===== config.mk =====
export PLATFORM = sky130hd
export DESIGN_NAME = btc_top
export DESIGN_NICKNAME = d
export VERILOG_FILES = /design/src/rtl/btc_pkg.sv /design/src/rtl/btc_half.sv /design/src/rtl/btc_top.sv
export SDC_FILE = /design/constraint.sdc
export NUM_CORES = 2
export LEC_CHECK = 0
export BUFFER_PORTS_ARGS = -buffer_cell sky130_fd_sc_hd__buf_2
export CAP_MARGIN = 30
export CORE_UTILIZATION = 30
export DETAILED_ROUTE_END_ITERATION = 8
export PLACE_DENSITY = 0.54
export SKIP_CTS_REPAIR_TIMING = 1
export SKIP_LAST_GASP = 1
export SLEW_MARGIN = 10
export SYNTH_ARGS = -nofsm -noshare
export SYNTH_HDL_FRONTEND = slang
export SYNTH_SLANG_ARGS = --single-unit

===== constraint.sdc =====
create_clock -name clk -period 9.05 [get_ports clk]
set_input_delay 1.81 -clock clk [delete_from_list [all_inputs] [get_ports clk]]
set_output_delay 1.81 -clock clk [all_outputs]
set_load 0.03 [all_outputs]

===== src/rtl/btc_pkg.sv =====
package btc_pkg;

    typedef enum logic {
        PRIV_USER   = 1'b0,
        PRIV_KERNEL = 1'b1
    } priv_e;

    localparam int NUM_HALVES = 2;
    localparam int PC_OFS_W   = 2;

endpackage


===== src/rtl/btc_half.sv =====
module btc_half #(
    parameter int PC_W  = 32,
    parameter int IDX_W = 5,
    parameter int OFS_W = 2
) (
    input  logic            clk,
    input  logic            rst_n,
    input  logic            clr,
    input  logic            wr_en,
    input  logic [PC_W-1:0] wr_pc,
    input  logic [PC_W-1:0] wr_tgt,
    input  logic [PC_W-1:0] rd_pc,
    output logic            rd_hit,
    output logic [PC_W-1:0] rd_tgt
);
    localparam int TAG_W = PC_W - IDX_W - OFS_W;
    localparam int DEPTH = 1 << IDX_W;

    logic [DEPTH-1:0] valid_q;
    logic [TAG_W-1:0] tag_q [DEPTH];
    logic [PC_W-1:0]  tgt_q [DEPTH];

    logic [IDX_W-1:0] wr_idx;
    logic [IDX_W-1:0] rd_idx;
    logic [TAG_W-1:0] wr_tag;
    logic [TAG_W-1:0] rd_tag;
    logic             wr_go;
    logic             unused_low;

    assign wr_idx     = wr_pc[OFS_W +: IDX_W];
    assign rd_idx     = rd_pc[OFS_W +: IDX_W];
    assign wr_tag     = wr_pc[PC_W-1 -: TAG_W];
    assign rd_tag     = rd_pc[PC_W-1 -: TAG_W];
    assign wr_go      = wr_en && !clr;
    assign unused_low = ^{wr_pc[OFS_W-1:0], rd_pc[OFS_W-1:0]};

    // Valid bits: cleared in bulk by reset or flush; a flush beats a write.
    always_ff @(posedge clk) begin
        if (!rst_n) begin
            valid_q <= '0;
        end else if (clr) begin
            valid_q <= '0;
        end else if (wr_go) begin
            valid_q[wr_idx] <= 1'b1;
        end
    end

    // Payload arrays carry no reset; validity guards them.
    always_ff @(posedge clk) begin
        if (wr_go) begin
            tag_q[wr_idx] <= wr_tag;
            tgt_q[wr_idx] <= wr_tgt;
        end
    end

    // Combinational read sees pre-edge contents, so it reads before the write lands.
    always_comb begin
        rd_hit = valid_q[rd_idx] && (tag_q[rd_idx] == rd_tag) && !clr;
        rd_tgt = tgt_q[rd_idx];
    end

endmodule


===== src/rtl/btc_top.sv =====
module btc_top #(
    parameter int PC_W  = 32,
    parameter int IDX_W = 5
) (
    input  logic            clk,
    input  logic            rst_n,
    input  logic [PC_W-1:0] lk_pc,
    input  logic            lk_kern,
    output logic            lk_hit,
    output logic [PC_W-1:0] lk_target,
    input  logic            up_en,
    input  logic [PC_W-1:0] up_pc,
    input  logic            up_kern,
    input  logic [PC_W-1:0] up_target,
    input  logic            flush_proc,
    input  logic            flush_vm
);
    import btc_pkg::*;

    logic [NUM_HALVES-1:0] half_hit;
    logic [PC_W-1:0]       half_tgt [NUM_HALVES];

    for (genvar h = 0; h < NUM_HALVES; h++) begin : g_half
        localparam priv_e HALF_PRIV = (h == 0) ? PRIV_USER : PRIV_KERNEL;
        logic half_clr;
        logic half_wr;

        if (HALF_PRIV == PRIV_KERNEL) begin : g_kclr
            assign half_clr = flush_vm;
        end else begin : g_uclr
            assign half_clr = flush_vm || flush_proc;
        end

        assign half_wr = up_en && (priv_e'(up_kern) == HALF_PRIV);

        btc_half #(
            .PC_W  (PC_W),
            .IDX_W (IDX_W),
            .OFS_W (PC_OFS_W)
        ) u_half (
            .clk    (clk),
            .rst_n  (rst_n),
            .clr    (half_clr),
            .wr_en  (half_wr),
            .wr_pc  (up_pc),
            .wr_tgt (up_target),
            .rd_pc  (lk_pc),
            .rd_hit (half_hit[h]),
            .rd_tgt (half_tgt[h])
        );
    end

    always_comb begin
        if (priv_e'(lk_kern) == PRIV_KERNEL) begin
            lk_hit    = half_hit[1];
            lk_target = half_tgt[1];
        end else begin
            lk_hit    = half_hit[0];
            lk_target = half_tgt[0];
        end
    end

endmodule


### Word-level counts from Yosys, hierarchy flattened

Memories as Yosys holds them, arrays and structs flattened.
Cells that the tools add are included.

* register bits after elaboration: 64
* bits in writable memories: 3648
* input bits: 103
* output and inout port bits: 33
* logic and storage cells: 41
* memories: 4

* magnitude comparators: 3
* equal/unequal tests: 2
* multiplexer cells: 12
* bitwise gates (word level): 4
* reductions and logical operators: 14

Memories
* g_half[0].u_half.tgt_q: depth 32, bits a word 32, read ports 1, clocked after Yosys merged registers in 0, wr ports 1, line btc_half.sv:21 `logic [PC_W-1:0] tgt_q [DEPTH];`
* g_half[1].u_half.tgt_q: depth 32, bits a word 32, read ports 1, clocked after Yosys merged registers in 0, wr ports 1, line btc_half.sv:21
* g_half[0].u_half.tag_q: depth 32, bits a word 25, read ports 1, clocked after Yosys merged registers in 0, wr ports 1, line btc_half.sv:20 `logic [TAG_W-1:0] tag_q [DEPTH];`
* g_half[1].u_half.tag_q: depth 32, bits a word 25, read ports 1, clocked after Yosys merged registers in 0, wr ports 1, line btc_half.sv:20

Operators with widths (number)
* OR 32 bit: 2
* == test 25 bit: 2
* two-way mux 32 bit: 1
* less-than comparator 5 x 6 -> 1 bit (second input constant): 2
* binary-select mux 1 bit (select 5 bit): 2
* logical AND 1 bit: 9
* two-way mux 1 bit: 8
* demux 1 bit (select 5 bit): 1
* >= comparator 5 x 1 -> 1 bit (second input constant): 1
* OR reduction 2 bit: 2
* logical NOT 1 bit: 2
* NOT 1 bit: 2
* logical OR 1 bit: 1

### Longest topological paths before layout

* depth in word-level cells: 5
* depth in mapped cells: 16
* mapped depth without buffers: 9

### Modules after synthesis

A second synthesis with hierarchy kept.

* cells, all modules: 6159
* area total of the unflattened synthesis: 142452.9 um^2

By module, submodules not included
* btc_half at g_half[0].u_half: times used 1, cells each 3076, area each 70940.5 um^2, seq. area each 55413.1 um^2
* btc_half at g_half[1].u_half: times used 1, cells each 3043, area each 70938.0 um^2, seq. area each 55413.1 um^2
* btc_top: times used 1, cells each 40, area each 574.3 um^2, seq. area each 0.0 um^2

### Worst setup path after synthesis

OpenSTA, ideal clock, no wires.

* path type: in2out
* from: input port lk_pc[2]
* to: output port lk_hit
* arrival time: 4.979 ns
* setup slack: 2.261 ns
* cell stages on the path: 15
* buffers on the path: 7
* path through: buf_6 -> buf_6 -> buf_6 -> buf_6 -> buf_6 -> clkbuf_1 -> buf_2 -> mux4_2 -> nand2_1 -> o21ai_0 -> nand2_1 -> nand4_1 -> xnor2_1 -> nand4_1 -> o41ai_2

* word-level cells in the longest chain between the ends: 5
* elaborated cells on any way between the ends: 13
* those cells by class: eq/ne (2); mux (5); reduce/logical (4); memory (2)

RTL lines
* start, declared: line btc_top.sv:7 `input logic [PC_W-1:0] lk_pc,`
* memory (32 x 25 bit) / binary-select mux 1 bit (select 5 bit) (equally long branches)
* == test 25 bit / two-way mux 1 bit (equally long branches): line btc_half.sv:58 `rd_hit = valid_q[rd_idx] && (tag_q[rd_idx] == rd_tag) && !clr;`
* logical AND 1 bit (2 in series): line btc_half.sv:58
* two-way mux 1 bit (*): line btc_top.sv:54 `if (priv_e'(lk_kern) == PRIV_KERNEL) begin`
* end, declared: line btc_top.sv:9 `output logic lk_hit,`

Every way passes the cells marked *; elsewhere a longest branch is shown, timed or not. The select of a mux whose other input is x is not followed.

### Worst setup path in the final report

* from: input port lk_pc[3]
* to: output port lk_hit

The elaborated chain is that of the path after synthesis.

==> metrics.txt <==
status finished clean; Post-Route Skew 0 ns; final setup vio count 0; first-pass GRT wire length 586 mm; CP Depth 15; synthesized area 142000 um2; Synth Area in Compound Gates 0.0171; CP most frequent cell buf_4; setup TNS 0 ns; Area contributors post-synth edfxtp_1, mux4_2, mux2i_1; Total Die Area 477000 um2; Final Wtd Congestion approximately 0.83; type of origin of the critical path input pin; Seq cells post-synth 3712; fill count 42957; clock sink count 3712; Syn Nets 6019; top_reg_cell synth edfxtp_1; Via Count 69304; register area 111000 um2; Pwr Density around 220 nW/um2; worst setup path class input pin to output port; maximum vdd drop 0.162 mV; HP Class flop to flop; Yosys warning count 0; post-route design area between 150000 and 200000 um2; crit path max fanout 59; site row count 252; Achievable Freq 115 MHz; Post-synth top cells edfxtp_1, mux4_2, mux2i_1, buf_2, clkbuf_1; GRT Overall Usage 0.177; CTS tree built; ys async rst share 0; area occupied by multi-input gates approximately 30000 um2; IO Pins 136; Slowest-stage cell, CP o41ai_2; Max Cap Violations 0; xor/xnor share of the synthesized area 0.00271; chip width 690 um; CTS root buf clkbuf_16; fraction of layout cells with a size suffix above 1 0.307; first-iteration detailed-routing DRC count around 11000; synthesized-area fraction occupied by adder cells 0; synthesized netlist cell count around 5900; post-layout util 0.350; WHS Path Cells 1; slew margin rel. 0.194; initial antenna violation count 53; initial core utilization 0.302; Cell Area, Placed ~150000 um2; FF-to-FF Start g_half[0].u_half.valid_q[4]; CP arrival 6.89 ns; detailed placement HPWL ~220 mm; critical path's largest stage delay ~0.73 ns; core area 471000 um2; Simple-Gate Fraction of Synth Area 0.00932; count leader, synth edfxtp_1; Final Hold Vio Count 0; Synth Area per Inst 24.0 um2; mux cell area share after synthesis 0.179; # nets final approximately 6500; Yosys cell types 74; RSZ-0062 raised after global routing false; worst endpoint required time roughly 7.2 ns; Slew Limit Fails 0; Die Ht 690 um; gr ovfl total 0; 1st-pass router iterations 8; clk_lat worst skew 0.88 ns; reg-to-reg setup timing slack 8.44 ns; largest family of logic cells by synthesized area multiplexers; Residual DRC 0; Lkg Pwr 50.6 nW; Hold EP g_half[0].u_half.valid_q[16]; vias in the first global route 68623; clock tree buffer depth 4; sequential fraction of the synthesis area 0.780; Synth area leader edfxtp_1; Yosys top cell area share 0.771; worst r2r dst g_half[0].u_half.valid_q[4]; Total Wirelength 433 mm; drt via density 5.37; CP Capture Type output port; Worst-path clk slew 0.06 ns; overall power 35.9 mW; Num CTS Buffers 368; worst slew pin tran around 1.2 ns; Crit path max-delay family buffers and inverters; Routed Antenna Nets 0; worst-path cell chain buf_8 -> buf_12 -> buf_4 -> mux4_1 -> mux2i_1 -> o22a_1 -> o211ai_1 -> xnor2_1 -> buf_4 -> o21ai_0 -> nor4_1 -> nand4_1 -> o41ai_2 -> buf_4 -> buf_2; Buf+Inv Stages, Crit Path 6; r2r worst-path depth 1; EDFF count, synth 3648; Port-buffer cells 131; pin count of the biggest net entering global routing around 160; crit path time final 8.70 ns; Final Cycle Share 0.962; drt wl/cell 33.5 um; H-tree Lvls 5; Hold Crit Start g_half[0].u_half.valid_q[16]; Area Growth Syn to Fin 16.0%
==> layer usage <==
layer | track usage | up-vias | routed length, um
li1 | - | 26628 | -
met1 | 0.255 | 38583 | 181000
met2 | 0.277 | 3491 | 201000
met3 | 0.0363 | 578 | 41300
met4 | 0.0378 | 24 | 9680
met5 | 0 | - | 133
==> kinds of logic (layout without fill, tap and decap cells) <==
family,after synthesis,count (layout)
multiplexers,1219,1219
XOR/XNOR,44,44
buffers and inverters,324,1083
flip-flops,3712,3712
other,0,18
AO/OA/AOI/OAI,336,336
AND/OR/NAND/NOR,281,281
==> where the power goes <==
part | internal [mW] | switching [mW] | total, mW | leakage, nW
sequential | 18.9 | 0.0105 | 18.9 | 33.3
combinational | 0.710 | 1.11 | 1.82 | 11.5
clock | 8.61 | 6.56 | 15.2 | 5.72
total | 28.2 | 7.67 | 35.9 | 50.6
==> state kept, by name, summed over array words and instances (netlist names) <==
signal,cells
g_half.u_half.tag_q,1600
g_half.u_half.tgt_q,2048
g_half.u_half.valid_q,64
==> layout by cell type (no fill, tap or decap), drive strengths merged, types with 21 or more instances in the layout <==
cell	instances
nor2	103
nand2	70
bufinv	35
clkbuf	453
mux2i	157
clkinv	148
a221oi	22
a22oi	34
o22ai	32
mux4	1046
o21ai	38
a211oi	21
buf	411
edfxtp	3648
xnor2	28
a21oi	30
inv	22
nor2b	21
dfxtp	64
o21a	67
==> worst max path at each step <==
stage              from     end  slack, ns
4_1_cts        lk_pc[3]  lk_hit       0.37
2_1_floorplan  lk_pc[2]  lk_hit       2.26
3_5_place_dp   lk_pc[3]  lk_hit       0.38
6_report       lk_pc[3]  lk_hit       0.35
5_1_grt        lk_pc[3]  lk_hit       0.07
3_3_place_gp   lk_pc[3]  lk_hit       0.32
==> per-stage QoR <==
stage | std cells | hold slack, ns | worst slack (ns)
after floorplan | 5916 | 0.432 | 2.26
final | 12916 | 0.458 | 0.345
after CTS | 12842 | 0.462 | 0.370
after global placement | 12165 | 0.438 | 0.315
after detailed placement | 12180 | 0.447 | 0.383
after global routing | 12899 | 0.468 | 0.0721
==> layout make-up <==
type | count | share of cell area
flip-flops and latches | 3712 | 0.672
multi-input cells | 1880 | 0.182
clock buffers | 453 | 0.0586
well taps | 6223 | 0.0472
repair buffers | 411 | 0.0272
clock inverters | 209 | 0.0123
inverters | 10 | 0.000288
diodes | 18 | 0.000273
(Power assumes the default switching activity.)
